<file path="src/rtl/mii_rx_pkg.sv">
package mii_rx_pkg;
  typedef enum logic [1:0] {
    ST_IDLE = 2'd0,
    ST_HUNT = 2'd1,
    ST_RECV = 2'd2,
    ST_DROP = 2'd3
  } rx_state_e;
endpackage

</file>
<file path="src/rtl/mii_nibble_stage.sv">
module mii_nibble_stage #(
  parameter int NIB_W = 4
) (
  input  logic             clk,
  input  logic             rst_n,
  input  logic [NIB_W-1:0] rx_nib,
  input  logic             fwd_en,
  output logic [NIB_W-1:0] side_nib,
  output logic [NIB_W-1:0] fifo_nib,
  output logic             fifo_vld
);
  logic [NIB_W-1:0] stage_q;

  // staging register: loads every cycle
  always_ff @(posedge clk or negedge rst_n) begin
    if (!rst_n) begin
      stage_q <= '0;
    end else begin
      stage_q <= rx_nib;
    end
  end

  assign side_nib = stage_q;
  assign fifo_nib = fwd_en ? stage_q : '0;
  assign fifo_vld = fwd_en;

  // side tap follows the sampled nibble one edge later
  assert_side_mirror_R2: assert property (@(posedge clk) disable iff (!rst_n)
    $past(rst_n) |-> (side_nib == $past(rx_nib)));
endmodule

</file>
<file path="src/rtl/mii_delim_match.sv">
module mii_delim_match #(
  parameter int               NIB_W = 4,
  parameter logic [NIB_W-1:0] DELIM = 4'b1011
) (
  input  logic             hunt_req,
  input  logic [NIB_W-1:0] side_nib,
  output logic             det
);
  always_comb begin
    det = 1'b0;
    if (hunt_req) begin
      det = (side_nib == DELIM);
    end
  end
endmodule

</file>
<file path="src/rtl/mii_rx_ctrl.sv">
module mii_rx_ctrl
  import mii_rx_pkg::*;
(
  input  logic clk,
  input  logic rst_n,
  input  logic rx_dv,
  input  logic rx_er,
  input  logic det,
  output logic hunt_req,
  output logic fwd_en
);
  rx_state_e st_q, st_d;

  always_comb begin
    st_d = st_q;
    unique case (st_q)
      ST_IDLE: if (rx_dv) st_d = rx_er ? ST_DROP : ST_HUNT;
      ST_HUNT: begin
        if (!rx_dv)     st_d = ST_IDLE;
        else if (rx_er) st_d = ST_DROP;
        else if (det)   st_d = ST_RECV;
      end
      ST_RECV: begin
        if (!rx_dv)     st_d = ST_IDLE;
        else if (rx_er) st_d = ST_DROP;
      end
      ST_DROP: if (!rx_dv) st_d = ST_IDLE;
      default: st_d = ST_IDLE;
    endcase
  end

  always_ff @(posedge clk or negedge rst_n) begin
    if (!rst_n) begin
      st_q <= ST_IDLE;
    end else begin
      st_q <= st_d;
    end
  end

  assign hunt_req = (st_q == ST_HUNT);
  assign fwd_en   = (st_q == ST_RECV);

  assert_det_pulse_R5: assert property (@(posedge clk) disable iff (!rst_n)
    det |=> !det);
  assert_det_drops_hunt_R5: assert property (@(posedge clk) disable iff (!rst_n)
    det |=> !hunt_req);
  assert_fwd_after_det_R6: assert property (@(posedge clk) disable iff (!rst_n)
    $rose(fwd_en) |-> $past(det));
  assert_err_stops_R7: assert property (@(posedge clk) disable iff (!rst_n)
    (fwd_en && rx_er) |=> !fwd_en);
  assert_dv_loss_R8: assert property (@(posedge clk) disable iff (!rst_n)
    !rx_dv |=> !fwd_en);
  assert_hunt_abort_R9: assert property (@(posedge clk) disable iff (!rst_n)
    (hunt_req && !rx_dv) |=> (st_q == ST_IDLE));
endmodule

</file>
<file path="src/rtl/mii_rx_front.sv">
module mii_rx_front #(
  parameter int               NIB_W = 4,
  parameter logic [NIB_W-1:0] DELIM = 4'b1011,
  parameter int               SYNC_N = 2
) (
  input  logic             clk,
  input  logic             rst_n,
  input  logic [NIB_W-1:0] mii_rxd,
  input  logic             mii_rx_dv,
  input  logic             mii_rx_er,
  output logic [NIB_W-1:0] side_nib,
  output logic [NIB_W-1:0] fifo_nib,
  output logic             fifo_vld,
  output logic             sfd_det,
  output logic             sfd_hunt
);
  logic [SYNC_N-1:0] rst_sync_q;
  logic              rst_int_n;
  logic              fwd_en;

  // asynchronous assert, synchronous release
  always_ff @(posedge clk or negedge rst_n) begin
    if (!rst_n) begin
      rst_sync_q <= '0;
    end else begin
      rst_sync_q <= {rst_sync_q[SYNC_N-2:0], 1'b1};
    end
  end
  assign rst_int_n = rst_sync_q[SYNC_N-1];

  mii_nibble_stage #(.NIB_W(NIB_W)) u_stage (
    .clk      (clk),
    .rst_n    (rst_int_n),
    .rx_nib   (mii_rxd),
    .fwd_en   (fwd_en),
    .side_nib (side_nib),
    .fifo_nib (fifo_nib),
    .fifo_vld (fifo_vld)
  );

  mii_delim_match #(.NIB_W(NIB_W), .DELIM(DELIM)) u_match (
    .hunt_req (sfd_hunt),
    .side_nib (side_nib),
    .det      (sfd_det)
  );

  mii_rx_ctrl u_ctrl (
    .clk      (clk),
    .rst_n    (rst_int_n),
    .rx_dv    (mii_rx_dv),
    .rx_er    (mii_rx_er),
    .det      (sfd_det),
    .hunt_req (sfd_hunt),
    .fwd_en   (fwd_en)
  );
endmodule

</file>
<file path="config.mk">
export PLATFORM = sky130hd
export DESIGN_NAME = mii_rx_front
export DESIGN_NICKNAME = d
export VERILOG_FILES = /design/src/rtl/mii_rx_pkg.sv /design/src/rtl/mii_nibble_stage.sv /design/src/rtl/mii_delim_match.sv /design/src/rtl/mii_rx_ctrl.sv /design/src/rtl/mii_rx_front.sv
export SDC_FILE = /design/constraint.sdc
export NUM_CORES = 1
export LEC_CHECK = 0
export ABC_AREA = 1
export BUFFER_PORTS_ARGS = -buffer_cell sky130_fd_sc_hd__buf_4
export CORE_AREA = 3 3 40 42
export CTS_CLUSTER_DIAMETER = 80
export DETAILED_ROUTE_END_ITERATION = 8
export DIE_AREA = 0 0 43 45
export SLEW_MARGIN = 20
export SYNTH_ARGS = -nofsm -noshare
export SYNTH_HDL_FRONTEND = slang
export SYNTH_SLANG_ARGS = --single-unit
</file>
<file path="constraint.sdc">
create_clock -name clk -period 0.9 [get_ports clk]
set_input_delay 0.18 -clock clk [delete_from_list [all_inputs] [get_ports clk]]
set_output_delay 0.18 -clock clk [all_outputs]
set_load 0.005 [all_outputs]
</file>
# Word level (Yosys, flattened, before mapping)
# Cells that the tools add are included.
[word_totals] ff_bits=8 inputBits=8 output_inout_bits=11 wordCells=24
[op_classes] eq_ne=8 n_mux=11 n_reduce_logical=2
[ops] op="$mux 2" n=8
[ops] op="$pmux 2 s4" n=1
[ops] op="$eq 2x2->1 const B" n=2
[ops] op="$eq 4x4->1 const B" n=1
[ops] op="$mux 4" n=1
[ops] op="$ne 2x2->1 const B" n=2
[ops] op="$ne 4x4->1 const B" n=1
[ops] op="$reduce_and 4->1" n=1
[ops] op="$ne 3x3->1 const B" n=1
[ops] op="$eq 2x1->1 const B" n=1
[ops] op="$logic_not 2->1" n=1
[ops] op="$mux 1" n=1

# Depth between registers and ports, before layout
# Gate-level depths: netlist of run 1.
[logic_depth] word_depth=6 depth_mapped=6

# Modules after synthesis
# From an unflattened synthesis of run 1, not the netlist that was laid out.
[unflattened] hier_cells=51 area_unflattened_um2=389.1
[modules_own_cells] module="mii_rx_ctrl" n_inst=1 cells_each=31 area_per_inst_um2=173.9 seq_area_each_um2=50.0
[modules_own_cells] module="mii_nibble_stage" n_inst=1 cells_each=13 area_per_inst_um2=137.6 seq_area_each_um2=100.1
[modules_own_cells] module="mii_rx_front" n_inst=1 cells_each=3 area_per_inst_um2=53.8 seq_area_each_um2=50.0
[modules_own_cells] module="mii_delim_match" n_inst=1 cells_each=4 area_per_inst_um2=23.8 seq_area_each_um2=0.0

# Least setup slack after synthesis of run 1
# Ideal clock, no wire load.
[synth_timing] kind="register -> output" start="reg u_ctrl.st_q[0]" end="out fifo_nib[0]" t_arrival_ps=751 slack_ps=-31 stages_incl_launch_ff=4 cell_sequence="dfrtp_1 nor2_1 inv_1 nor2_1"
[synth_between] elab_chain_len=2
[synth_lines] item="start, declared" line="mii_rx_ctrl.sv:12" rtl="rx_state_e st_q, st_d;"
[synth_lines] item="start signal, assigned" line="mii_rx_ctrl.sv:36" rtl="st_q <= st_d;"
[synth_lines] item="$eq 2x2->1" line="mii_rx_ctrl.sv:41" rtl="assign fwd_en = (st_q == ST_RECV);"
[synth_lines] item="net fifo_vld" line="mii_rx_front.sv:13" rtl="output logic fifo_vld,"
[synth_lines] item="$mux 4" line="mii_nibble_stage.sv:24" rtl="assign fifo_nib = fwd_en ? stage_q : '0;"
[synth_lines] item="end, declared" line="mii_rx_front.sv:12" rtl="output logic [NIB_W-1:0] fifo_nib,"
# The timed path passes the listed nets, and every way through them passes these cells.

# Worst setup path in the final report of run 1
[layout_timing] start="reg u_stage.stage_q[2] (netlist: u_stage.side_nib[2])" end="out sfd_det"
[layout_between] elab_chain_len=2
[layout_lines] item="start, declared" line="mii_nibble_stage.sv:12" rtl="logic [NIB_W-1:0] stage_q;"
[layout_lines] item="start signal, assigned" line="mii_nibble_stage.sv:19" rtl="stage_q <= rx_nib;"
[layout_lines] item="$eq 4x4->1" line="mii_delim_match.sv:12" rtl="det = (side_nib == DELIM);"
[layout_lines] item="$mux 1" line="mii_delim_match.sv:11" rtl="if (hunt_req) begin"
[layout_lines] item="end, declared" line="mii_rx_front.sv:14" rtl="output logic sfd_det,"
# Every way passes these cells.

==> out/results.env, run 1 <==
SETUP.WORST_PATH.END_CLASS='primary output'
ANTENNA_CELLS_INSERTED=0
SYNTH_TOP_FAMILY_BY_AREA='simple AND/OR/NAND/NOR gates'
DRTITER0DRC=1
VDD_DROP_MAX_mV=0.753
CLOCK-SKEW-FINAL_NS=0.00145
DR.PASS1.ITERS=2
HTREE_NUM_LEVELS=1
FINAL_PERIOD_MINUS_WORST_SETUP_SLACK_NS=1.21
FP.DIEH_UM=45
REGTOREGENDPOINT='u_ctrl.st_q[0]$_DFFE_PN0P_'
TIMING.HOLD.WORST.START='mii_rxd[1]'
DRIVE_ABOVE_1_SHARE_PCT=63.5
TIMING_WORST_SETUP_PATH_TYPE='reg2out'
CLKSINKCOUNT=8
GRT_UTIL_ALL_LAYERS_PCT=9.27
POWER_DENSITY_RELATIVE_TO_CELL_AREA_nW_PER_UM2=1450
FINALWIRELENGTH_UM=720
SYNTH.NET_COUNT=49
FINALHOLDWORSTSLACK_NS=0.0403
CP.ARRIVAL_NS=1.03
MAXSLEWVIOLCOUNT=0
VIOLATIONS_IN_THE_FINAL_REPORTS='setup timing'
SYNTH_COMPOUND_AREA_SHARE_PCT=4.71
VIA_COUNT=351
VIAS_PER_CELL=3.94
DIE-AREA_UM2=1940
POSTROUTEANTENNANETS=0
R2R.WORST_PATH.CELLS=7
DRV_CAP=0
CLK_PIN_SLEW_NS=0.05
OUTCOME='finished, violations left'
PRECTSSETUPSLACK_NS=-0.0898
CRIT-REG2REG-LAUNCH='u_ctrl.st_q[1]$_DFFE_PN0P_'
SYNTH_SIMPLE_GATE_AREA_SHARE_PCT=24.3
SYNTH.DISTINCT_CELLS=14
GRT_OVERFLOW_TOTAL=0
CLOCK.FMAX_MHz=825
GRT_SETUP_UNREPAIRED='true'
TIMING.FINAL.WS_SETUP_NS=-0.313
SYN_AVG_CELL_AREA_UM2=8.42
NUM-NETS-FINAL=84
CORE_UM2=1280
GPL.FINAL_WEIGHTED_CONGESTION=0.670
LAYOUT_COMMONEST_CELL='sky130_fd_sc_hd__buf_4'
SYNTHESIS.AREA_UM2=345
GRT_ANTENNA_BEFORE_REPAIR=0
YOSYSWARNINGS=0
WORSTHOLDPATHCELLS=1
LAYOUT-AREA-OVERHEAD-VS-SYNTH_PCT=98.2
SETUP_TNS_NS=-2.95
WIRE_PER_INST_UM=8.09
CTS-BUFFERS-INSERTED=3
FIN_CRIT_SH_PCT=135
SUM_OF_INTERNAL_SWITCHING_AND_LEAKAGE_POWER_uW=993
TIMING.CRITICAL_PATH.REQUIRED_NS=0.72
SYNTH_CELLS=41
CTS_TREE='built'
GRT_PASS1_WL_UM=1310
WORST_HOLD_PATH.ENDPOINT='u_stage.side_nib[1]$_DFF_PN0_'
SYNTHXORXNORAREAFRAC_PCT=0
SYNTH.AREA.TOP_CELLS='sky130_fd_sc_hd__dfrtp_1, sky130_fd_sc_hd__inv_1, sky130_fd_sc_hd__nand2_1, sky130_fd_sc_hd__nor2_1, sky130_fd_sc_hd__a21oi_1'
CLK_LATENCY_NS=0.24
SETUP.WORST_PATH.START_CLASS='register'
CTS.ROOT.BUFFER_CELL='sky130_fd_sc_hd__clkbuf_4'
P_LEAK_nW=0.368
CLOCK_TREE.BUFFER_DEPTH=2
NETLIST.TOP_CELL.BY_AREA='sky130_fd_sc_hd__dfrtp_1'
PLACED_CELLS_INCL_TAPS=81
REGTOREGSETUPSLACK_NS=-0.19
I_O_PIN_CNT=19
DIE_W_UM=43
SYNTH.FF_LATCH_COUNT=8
CRITICAL_PATH_PEAK_FANOUT=2
PORT_BUFFERS=18
FLOORPLAN.ROWS=13
TIMING.FINAL.SETUP_VIOLATIONS=13
DRC=0
STARTPOINT='u_stage.side_nib[2]$_DFF_PN0_'
GRT_PASS1_VIAS=336
GRT_MAX_DEGREE=7
SYNTH_SEQ_AREA_SHARE_PCT=58.0
INITIAL_CORE_UTILIZATION_PCT=26.9
FINAL_CELL_MIX='sky130_fd_sc_hd__buf_4, sky130_fd_sc_hd__buf_6, sky130_fd_sc_hd__inv_1'
TIMING_HOLD_VIOLATIONS_FINAL=0
DETAILED_PLACEMENT_HPWL_UM=577
SYNTH.TOP_CELL.AREA_SHARE_PCT=58.0
DESIGN_AREA_UM2=684
SYNTHMUXAREASHARE_PCT=0
WORST_HOLD_PATH_TYPE='in2reg'
PLACEMENT.CELL_AREA_UM2=554
FINAL_CELL_UTILIZATION_OF_THE_CORE_PCT=53.3
INSTANCES_NO_FILL=89
POST_SYNTH_FA_HA_MAJ_AREA_FRACTION_PCT=0
[Yosys cell counts]
cell,instances
sky130_fd_sc_hd__nor3_1,1
sky130_fd_sc_hd__nand3_1,1
sky130_fd_sc_hd__nand3_2,1
sky130_fd_sc_hd__inv_2,1
sky130_fd_sc_hd__nand2_2,1
sky130_fd_sc_hd__nor2_1,6
sky130_fd_sc_hd__inv_1,10
sky130_fd_sc_hd__a21oi_1,2
sky130_fd_sc_hd__conb_1,1
sky130_fd_sc_hd__nand2_1,6
sky130_fd_sc_hd__a31oi_1,1
sky130_fd_sc_hd__nor2_2,1
sky130_fd_sc_hd__dfrtp_1,8
sky130_fd_sc_hd__nand4_1,1
[what timing repair did]
| item | 4_1_cts | 5_1_grt |
|---|---|---|
| gates cloned | 0 | 0 |
| pin swaps | 2 | 2 |
| hold endpoints to repair | 2 | 0 |
| resized for setup | 13 | 10 |
| hold buffers | 1 | 0 |
| setup endpoints to repair | 13 | 13 |
| setup buffers | 4 | 1 |
[registers in the layout (all words and copies together) (netlist names)]
signal            flops
rst_sync_q            2
u_ctrl.st_q           2
u_stage.side_nib      4
[critical path, stage by stage, from the launching register on]
cell and delay, ns:
sky130_fd_sc_hd__dfrtp_1 0.39, sky130_fd_sc_hd__inv_1 0.07, sky130_fd_sc_hd__nand4_1 0.12, sky130_fd_sc_hd__nor2_2 0.10
sky130_fd_sc_hd__buf_4 0.11
[power by group]
part	switching [mW]	leakage (nW)	internal (mW)	total (mW)
sequential	0.0299	0.0932	0.391	0.421
combinational	0.129	0.261	0.184	0.313
clock	0.108	0.0138	0.152	0.260
[cell type report]
cell class	instances	area (µm²)
fill	124	601
inverter	11	43.8
multi-input combinational	22	133
clock buffer	3	22.5
tap	15	18.8
sequential	8	201
timing repair buffer	30	265
[cells by family (layout without fill, tap and decap cells)]
| group | Yosys count | in the layout |
|---|---|---|
| buffers and inverters | 11 | 44 |
| AO/OA/AOI/OAI | 3 | 3 |
| other | 1 | 1 |
| flip-flops | 8 | 8 |
| AND/OR/NAND/NOR | 18 | 18 |
[worst max-delay path by stage]
| stage | to | slack, ns | cells after the start |
|---|---|---|---|
| after detailed placement | fifo_nib[1] | -0.09 | 4 |
| after global routing | sfd_det | -0.40 | 4 |
| final | sfd_det | -0.31 | 4 |
| after floorplan | u_ctrl.st_q[0]$_DFFE_PN0P_ | 0.006 | 6 |
| after global placement | fifo_nib[0] | -0.08 | 5 |
| after CTS | fifo_nib[1] | -0.32 | 4 |
[per-layer routing]
| metal | vias to the layer above | track usage, % | part of all wire [%] |
|---|---|---|---|
| met2 | 15 | 14.4 | 48 |
| met3 | 2 | 1.20 | 7.8 |
| met5 | - | 0 | 0 |
| met4 | 0 | 9.04 | 3.1 |
| met1 | 147 | 11.0 | 41 |
| li1 | 187 | - | - |
Note: power is estimated with default switching activity, not from simulation.
==> run 2: changes to the inputs <==
--- a/config.mk
+++ b/config.mk
@@ -5,12 +5,12 @@
 export SDC_FILE = /design/constraint.sdc
 export NUM_CORES = 1
 export LEC_CHECK = 0
-export ABC_AREA = 1
 export BUFFER_PORTS_ARGS = -buffer_cell sky130_fd_sc_hd__buf_4
 export CORE_AREA = 3 3 40 42
 export CTS_CLUSTER_DIAMETER = 80
 export DETAILED_ROUTE_END_ITERATION = 8
 export DIE_AREA = 0 0 43 45
+export SKIP_LAST_GASP = 1
 export SLEW_MARGIN = 20
 export SYNTH_ARGS = -nofsm -noshare
 export SYNTH_HDL_FRONTEND = slang
==> out/results.env, run 2 <==
SYNTHMUXAREASHARE_PCT=0
SYNTH.FF_LATCH_COUNT=8
P_LEAK_nW=0.308
WORST_HOLD_PATH_TYPE='in2reg'
CLK_PIN_SLEW_NS=0.05
SYNTH_TOP_FAMILY_BY_AREA='simple AND/OR/NAND/NOR gates'
FINAL_CELL_UTILIZATION_OF_THE_CORE_PCT=48.1
VIOLATIONS_IN_THE_FINAL_REPORTS='setup timing'
DR.PASS1.ITERS=2
FP.DIEH_UM=45
DETAILED_PLACEMENT_HPWL_UM=551
VIA_COUNT=289
CTS.ROOT.BUFFER_CELL='sky130_fd_sc_hd__clkbuf_4'
TIMING_HOLD_VIOLATIONS_FINAL=0
DRIVE_ABOVE_1_SHARE_PCT=68.5
SETUP_TNS_NS=-3.27
GRT_PASS1_VIAS=264
SYNTH.AREA.TOP_CELLS='sky130_fd_sc_hd__dfrtp_1, sky130_fd_sc_hd__and2_1, sky130_fd_sc_hd__o311a_1, sky130_fd_sc_hd__nand4b_1, sky130_fd_sc_hd__nor2b_2'
CLOCK.FMAX_MHz=793
SETUP.WORST_PATH.END_CLASS='primary output'
DRV_CAP=0
SYNTH.TOP_CELLS.BY_COUNT='sky130_fd_sc_hd__dfrtp_1, sky130_fd_sc_hd__and2_1'
NETLIST.TOP_CELL.BY_AREA='sky130_fd_sc_hd__dfrtp_1'
GRT_MAX_DEGREE=7
SYNTH-EDFF-COUNT=0
VDD_DROP_MAX_mV=0.686
LAYOUT_COMMONEST_CELL='sky130_fd_sc_hd__buf_4'
TIMING.FINAL.SETUP_VIOLATIONS=13
PLACED_CELLS_INCL_TAPS=59
SYNTH_CELLS=23
SYNTHXORXNORAREAFRAC_PCT=0
POWER_DENSITY_RELATIVE_TO_CELL_AREA_nW_PER_UM2=1350
DOMINANTREGCELLSYNTH='sky130_fd_sc_hd__dfrtp_1'
DRTITER0DRC=2
CLK_LATENCY_NS=0.25
SYNTH.DISTINCT_CELLS=13
NUM-NETS-FINAL=64
DESIGN_AREA_UM2=618
LARGEST_REGISTER_FFS=4
CRITICAL_PATH_PEAK_FANOUT=5
FINAL_CELL_MIX='sky130_fd_sc_hd__buf_4, sky130_fd_sc_hd__buf_6, sky130_fd_sc_hd__dfrtp_1'
CTS_TREE='built'
FINALHOLDWORSTSLACK_NS=0.0370
NFILLCELLS=127
MAXSLEWVIOLCOUNT=0
OUTCOME='finished, violations left'
SYNTH_COMPOUND_AREA_SHARE_PCT=6.84
FINAL_PERIOD_MINUS_WORST_SETUP_SLACK_NS=1.26
WORSTHOLDPATHCELLS=1
CORE_UM2=1280
FIN_CRIT_SH_PCT=140
DIE-AREA_UM2=1940
PORT_BUFFERS=18
INITIAL_CORE_UTILIZATION_PCT=22.8
TIMING_WORST_SETUP_PATH_TYPE='reg2out'
R2R.WORST_PATH.CELLS=3
DIE_W_UM=43
ANTENNA_CELLS_INSERTED=0
HTREE_NUM_LEVELS=1
CLKSINKCOUNT=8
FINALWIRELENGTH_UM=735
SYNTH_SEQ_AREA_SHARE_PCT=68.4
POSTROUTEANTENNANETS=0
FLOORPLAN.ROWS=13
SUM_OF_INTERNAL_SWITCHING_AND_LEAKAGE_POWER_uW=833
CLOCK_TREE.BUFFER_DEPTH=2
I_O_PIN_CNT=19
GRT_SETUP_UNREPAIRED='true'
LAYOUT-AREA-OVERHEAD-VS-SYNTH_PCT=111
CP.ARRIVAL_NS=1.08
SYNTH.NET_COUNT=31
VIAS_PER_CELL=4.19
GPL.FINAL_WEIGHTED_CONGESTION=0.628
CTS-BUFFERS-INSERTED=3
SETUP.WORST_PATH.START_CLASS='register'
TIMING.FINAL.WS_SETUP_NS=-0.361
PRECTSSETUPSLACK_NS=-0.144
GRT_UTIL_ALL_LAYERS_PCT=8.67
GRT_ANTENNA_BEFORE_REPAIR=0
DRC=0
CLOCK-SKEW-FINAL_NS=0.00366
WIRE_PER_INST_UM=10.7
PLACEMENT.CELL_AREA_UM2=469
TIMING.CRITICAL_PATH.REQUIRED_NS=0.72
SYN_AVG_CELL_AREA_UM2=12.7
GRT_PASS1_WL_UM=1160
YOSYSWARNINGS=0
SYNTH_SIMPLE_GATE_AREA_SHARE_PCT=22.2
YOSYSMOSTFREQUENTCELL='sky130_fd_sc_hd__dfrtp_1'
INSTANCES_NO_FILL=69
SYNTH.TOP_CELL.AREA_SHARE_PCT=68.4
GRT_OVERFLOW_TOTAL=0
SYNTHESIS.AREA_UM2=293
POST_SYNTH_FA_HA_MAJ_AREA_FRACTION_PCT=0
SYNTH_ASYNC_SR_FLOP_SHARE_PCT=100
[run 2: cell types whose count changed after synthesis, moves of 2 or more]
| cell | previous run | this run |
|---|---|---|
| sky130_fd_sc_hd__and2_1 | 0 | 4 |
| sky130_fd_sc_hd__a21oi_1 | 2 | 0 |
| sky130_fd_sc_hd__inv_1 | 10 | 1 |
| sky130_fd_sc_hd__nand2_1 | 6 | 1 |
| sky130_fd_sc_hd__nor2_1 | 6 | 1 |
[run 2: worst max-delay path, cell delays in order (launching register included)]
cell	delay, ns
sky130_fd_sc_hd__dfrtp_2	0.42
sky130_fd_sc_hd__nor2b_4	0.16
sky130_fd_sc_hd__and2_4	0.16
sky130_fd_sc_hd__buf_6	0.08
[run 2: power by group]
group,switching (mW),total [mW],internal (mW)
Sequential,0.0201,0.401,0.381
Clock,0.112,0.264,0.152
Combinational,0.0490,0.167,0.118
[run 2: metal layers]
metal  vias to the layer above  GRT usage, %  share of wire [%]
li1                        138             -                  -
met1                       126          10.9                 39
met2                        22          11.1                 43
met3                         3          1.59                 14
met4                         0          10.8                3.8
met5                         -             0                  0
[run 2: path summary, 6_finish.rpt]
path | startpoint | end | slack, ns
min reg2reg | rst_sync_q[1]$_DFF_PN0_ | u_stage.side_nib[0]$_DFF_PN0_ | 0.09
max | u_ctrl.st_q[0]$_DFFE_PN0P_ | fifo_nib[1] | -0.36
min in group asynchronous | rst_sync_q[1]$_DFF_PN0_ | u_stage.side_nib[0]$_DFF_PN0_ | 0.09
min | mii_rxd[2] | u_stage.side_nib[2]$_DFF_PN0_ | 0.04
max in group asynchronous | rst_n | rst_sync_q[0]$_DFF_PN0_ | 0.58
max reg2reg | u_stage.side_nib[2]$_DFF_PN0_ | u_ctrl.st_q[0]$_DFFE_PN0P_ | -0.28
[run 2: layout make-up]
| class | instances | area [µm²] | area share (%) |
|---|---|---|---|
| Timing Repair Buffer | 28 | 262 | 42.3 |
| Sequential cell | 8 | 201 | 32.6 |
| Multi-Input combinational cell | 14 | 110 | 17.8 |
| Clock buffer | 3 | 22.5 | 3.64 |
| Tap cell | 15 | 18.8 | 3.04 |
| Inverter | 1 | 3.75 | 0.607 |
[run 2: cells by family after synthesis]
group                  after synthesis
buffers and inverters                1
DFF                                  8
other                                1
AOI/OAI and AO/OA                    3
and+or+nand+nor                     10
[run 2: repair_timing]
item                       in CTS  in global routing
pin swaps                       3                  2
resized for setup               8                 13
buffers inserted                3                  4
setup endpoints to repair      12                 13
hold buffers                    1                  0
hold endpoints to repair        2                  0
==> run 3: changes to the inputs <==
--- a/config.mk
+++ b/config.mk
@@ -14,4 +14,5 @@
 export SLEW_MARGIN = 20
 export SYNTH_ARGS = -nofsm -noshare
 export SYNTH_HDL_FRONTEND = slang
+export SYNTH_HIERARCHICAL = 1
 export SYNTH_SLANG_ARGS = --single-unit
==> constraint.sdc (replaced) <==
create_clock -name clk -period 1.6 [get_ports clk]
set_input_delay 0.32 -clock clk [delete_from_list [all_inputs] [get_ports clk]]
set_output_delay 0.32 -clock clk [all_outputs]
set_load 0.005 [all_outputs]
==> out/results.env, run 3 <==
FINALWIRELENGTH_UM=605
TIMING_HOLD_VIOLATIONS_FINAL=0
VIAS_PER_CELL=3.92
HTREE_NUM_LEVELS=1
SETUP.WORST_PATH.START_CLASS='register'
TIMING.FINAL.WS_SETUP_NS=0.0231
GRT_ANTENNA_BEFORE_REPAIR=0
DRV_CAP=0
NETLIST.TOP_CELL.BY_AREA='sky130_fd_sc_hd__dfrtp_1'
SETUP_TNS_NS=0
CRITICAL_PATH_BUF_INV_COUNT=1
ANTENNA_CELLS_INSERTED=0
GRT_OVERFLOW_TOTAL=0
GLOBAL_ROUTE.USAGE.MET3_PCT=5.98
YOSYSMOSTFREQUENTCELL='sky130_fd_sc_hd__dfrtp_1'
NUM-NETS-FINAL=58
CTS-BUFFERS-INSERTED=3
SYNTH_CELLS=23
CRITPATHMAXSTAGEDELAY_NS=0.37
CORE_UM2=1280
CLK_LATENCY_NS=0.25
GRT_PASS1_WL_UM=945
DRTITER0DRC=0
CLOCK-SKEW-FINAL_NS=0.00724
SYNTH.NET_COUNT=31
CRIT-REG2REG-LAUNCH='u_ctrl/st_q[1]$_DFFE_PN0P_'
PRECTSSETUPSLACK_NS=0.178
CRITICAL_PATH_PEAK_FANOUT=2
STARTPOINT='u_ctrl/st_q[1]$_DFFE_PN0P_'
SYNTHESIS.AREA_UM2=302
MAXSLEWVIOLCOUNT=0
OUTCOME='finished clean'
GRT_MAX_DEGREE=7
LAYOUT_COMMONEST_CELL='sky130_fd_sc_hd__buf_4'
SYNTH.DISTINCT_CELLS=13
WORST_HOLD_PATH_TYPE='reg2async'
DIE-AREA_UM2=1940
GRT_SETUP_UNREPAIRED='true'
DESIGN_AREA_UM2=515
GPL.FINAL_WEIGHTED_CONGESTION=0.653
FINAL_CELL_MIX='sky130_fd_sc_hd__buf_4, sky130_fd_sc_hd__dfrtp_1, sky130_fd_sc_hd__and2_1'
SYNTH-EDFF-COUNT=0
LAYOUT-AREA-OVERHEAD-VS-SYNTH_PCT=71.0
SYNTH.TOP_CELLS.BY_COUNT='sky130_fd_sc_hd__dfrtp_1, sky130_fd_sc_hd__and2_1'
CRIT_PATH_TOP_DELAY_CELL='sky130_fd_sc_hd__dfrtp_1'
GRT_UTIL_ALL_LAYERS_PCT=7.00
GRT_PASS1_VIAS=226
WIRE_PER_INST_UM=9.60
I_O_PIN_CNT=19
DR.PASS1.ITERS=1
PLACEMENT.CELL_AREA_UM2=448
DIE_W_UM=43
CTS.ROOT.BUFFER_CELL='sky130_fd_sc_hd__clkbuf_4'
SYNTH.FF_LATCH_COUNT=8
DOMINANTREGCELLSYNTH='sky130_fd_sc_hd__dfrtp_1'
INITIAL_CORE_UTILIZATION_PCT=23.5
LARGEST_REGISTER_FFS=4
P_LEAK_nW=0.258
SETUP.WORST_PATH.END_CLASS='primary output'
DRIVE_ABOVE_1_SHARE_PCT=56.3
POWER_DENSITY_RELATIVE_TO_CELL_AREA_nW_PER_UM2=835
FIN_CRIT_SH_PCT=98.6
GR_BUSIEST_METAL='met2'
TIMING_WORST_SETUP_PATH_TYPE='reg2out'
SYN_AVG_CELL_AREA_UM2=13.1
SYNTH_ASYNC_SR_FLOP_SHARE_PCT=100
FINAL_PERIOD_MINUS_WORST_SETUP_SLACK_NS=1.58
TIMING.CRITICAL_PATH.REQUIRED_NS=1.28
SYNTH.AREA.TOP_CELLS='sky130_fd_sc_hd__dfrtp_1, sky130_fd_sc_hd__and2_1, sky130_fd_sc_hd__nor3b_2, sky130_fd_sc_hd__o311a_1, sky130_fd_sc_hd__or3b_1'
CTS_TREE='built'
CLK_PIN_SLEW_NS=0.05
YOSYSWARNINGS=6
POSTROUTEANTENNANETS=0
PORT_BUFFERS=18
SUM_OF_INTERNAL_SWITCHING_AND_LEAKAGE_POWER_uW=431
SYNTH.TOP_CELL.AREA_SHARE_PCT=66.4
TIMING.FINAL.SETUP_VIOLATIONS=0
SYNTH_SEQ_AREA_SHARE_PCT=66.4
CP.ARRIVAL_NS=1.26
DRC=0
CLOCK_TREE.BUFFER_DEPTH=2
GRT.MET2_USAGE_PCT=8.98
VIA_COUNT=247
PATH_CELLS='and2b_1 > nand3_2 > nor3b_2 > buf_4'
VDD_DROP_MAX_mV=0.650
CLKSINKCOUNT=8
FP.DIEH_UM=45
CLOCK.FMAX_MHz=634
FINALHOLDWORSTSLACK_NS=0.0800
GRTUSAGEMET1_PCT=8.00
FLOORPLAN.ROWS=13
CRITICAL-PATH-TOP-DELAY-FAMILY='simple AND/OR/NAND/NOR gates'
==> run 3: cell types whose count changed after synthesis <==
cell and change:
sky130_fd_sc_hd__a21boi_0 +1, sky130_fd_sc_hd__and2b_1 +1, sky130_fd_sc_hd__buf_4 +1, sky130_fd_sc_hd__inv_1 -1
sky130_fd_sc_hd__nand2b_1 -1, sky130_fd_sc_hd__nand3_1 +1, sky130_fd_sc_hd__nand4b_1 -1, sky130_fd_sc_hd__nor2b_1 +1
sky130_fd_sc_hd__nor2b_2 -1, sky130_fd_sc_hd__nor3b_2 +1, sky130_fd_sc_hd__o21ai_0 -1, sky130_fd_sc_hd__o21ai_1 -1
==> run 3: metrics by stage <==
stage	std cells	utilization, %
6_report	63	40.1
4_1_cts	61	38.6
3_5_place_dp	55	34.9
2_1_floorplan	23	-
5_1_grt	63	40.1
3_3_place_gp	55	34.9
==> run 3: cells by family after synthesis <==
| kind of cell | Yosys count | synth area share, % |
|---|---|---|
| buf+inv | 1 | 2.49 |
| compound gates | 2 | 5.81 |
| simple gates | 11 | 24.1 |
| flops | 8 | 66.4 |
| other cells | 1 | 1.24 |
==> run 3: power by group <==
part / internal (mW) / switching [mW] / leakage, nW
registers: 0.214 / 0.0102 / 0.0943
clock network: 0.0853 / 0.0604 / 0.0138
logic: 0.0422 / 0.0185 / 0.150
total: 0.341 / 0.0890 / 0.258
==> run 3: final timing paths <==
| path | slack (ns) | end | depth (start not counted) |
|---|---|---|---|
| min | 0.08 | u_ctrl/st_q[0]$_DFFE_PN0P_ | 0 |
| max | 0.02 | sfd_det | 4 |
| max in group asynchronous | 1.13 | rst_sync_q[0]$_DFF_PN0_ | 2 |
| min reg2reg | 0.08 | u_ctrl/st_q[0]$_DFFE_PN0P_ | 0 |
| max reg2reg | 0.14 | u_ctrl/st_q[0]$_DFFE_PN0P_ | 6 |
| min in group clk | 0.17 | u_stage/side_nib[0]$_DFF_PN0_ | 1 |
==> run 3: what timing repair did <==
action	4_1_cts	5_1_grt
buffers inserted	2	2
pin swaps	1	2
hold endpoints to repair	2	0
gates resized for setup	0	1
hold buffers	1	0
gates cloned	0	0
endpoints found under the setup margin	1	1
==> run 3: worst register-to-register path: stages, from the launching register on <==
cell	delay (ns)
sky130_fd_sc_hd__dfrtp_1	0.37
sky130_fd_sc_hd__and2b_1	0.22
sky130_fd_sc_hd__nand3_2	0.07
sky130_fd_sc_hd__nor3b_2	0.20
sky130_fd_sc_hd__buf_4	0.13
sky130_fd_sc_hd__nand2_1	0.06
sky130_fd_sc_hd__o311a_1	0.29
==> run 3: final cells by class <==
type	instances	area [µm²]
Multi-Input combinational cell	14	98.8
Sequential cell	8	200
Clock buffer	3	22.5
Timing Repair Buffer	23	175
Tap cell	15	18.8
Fill cell	132	769
==> run 3: routing by layer <==
layer / vias up / part of all wire (%)
li1: 124 / -
met1: 101 / 40
met2: 19 / 40
met3: 3 / 19
met4: 0 / 1.3
met5: - / 0
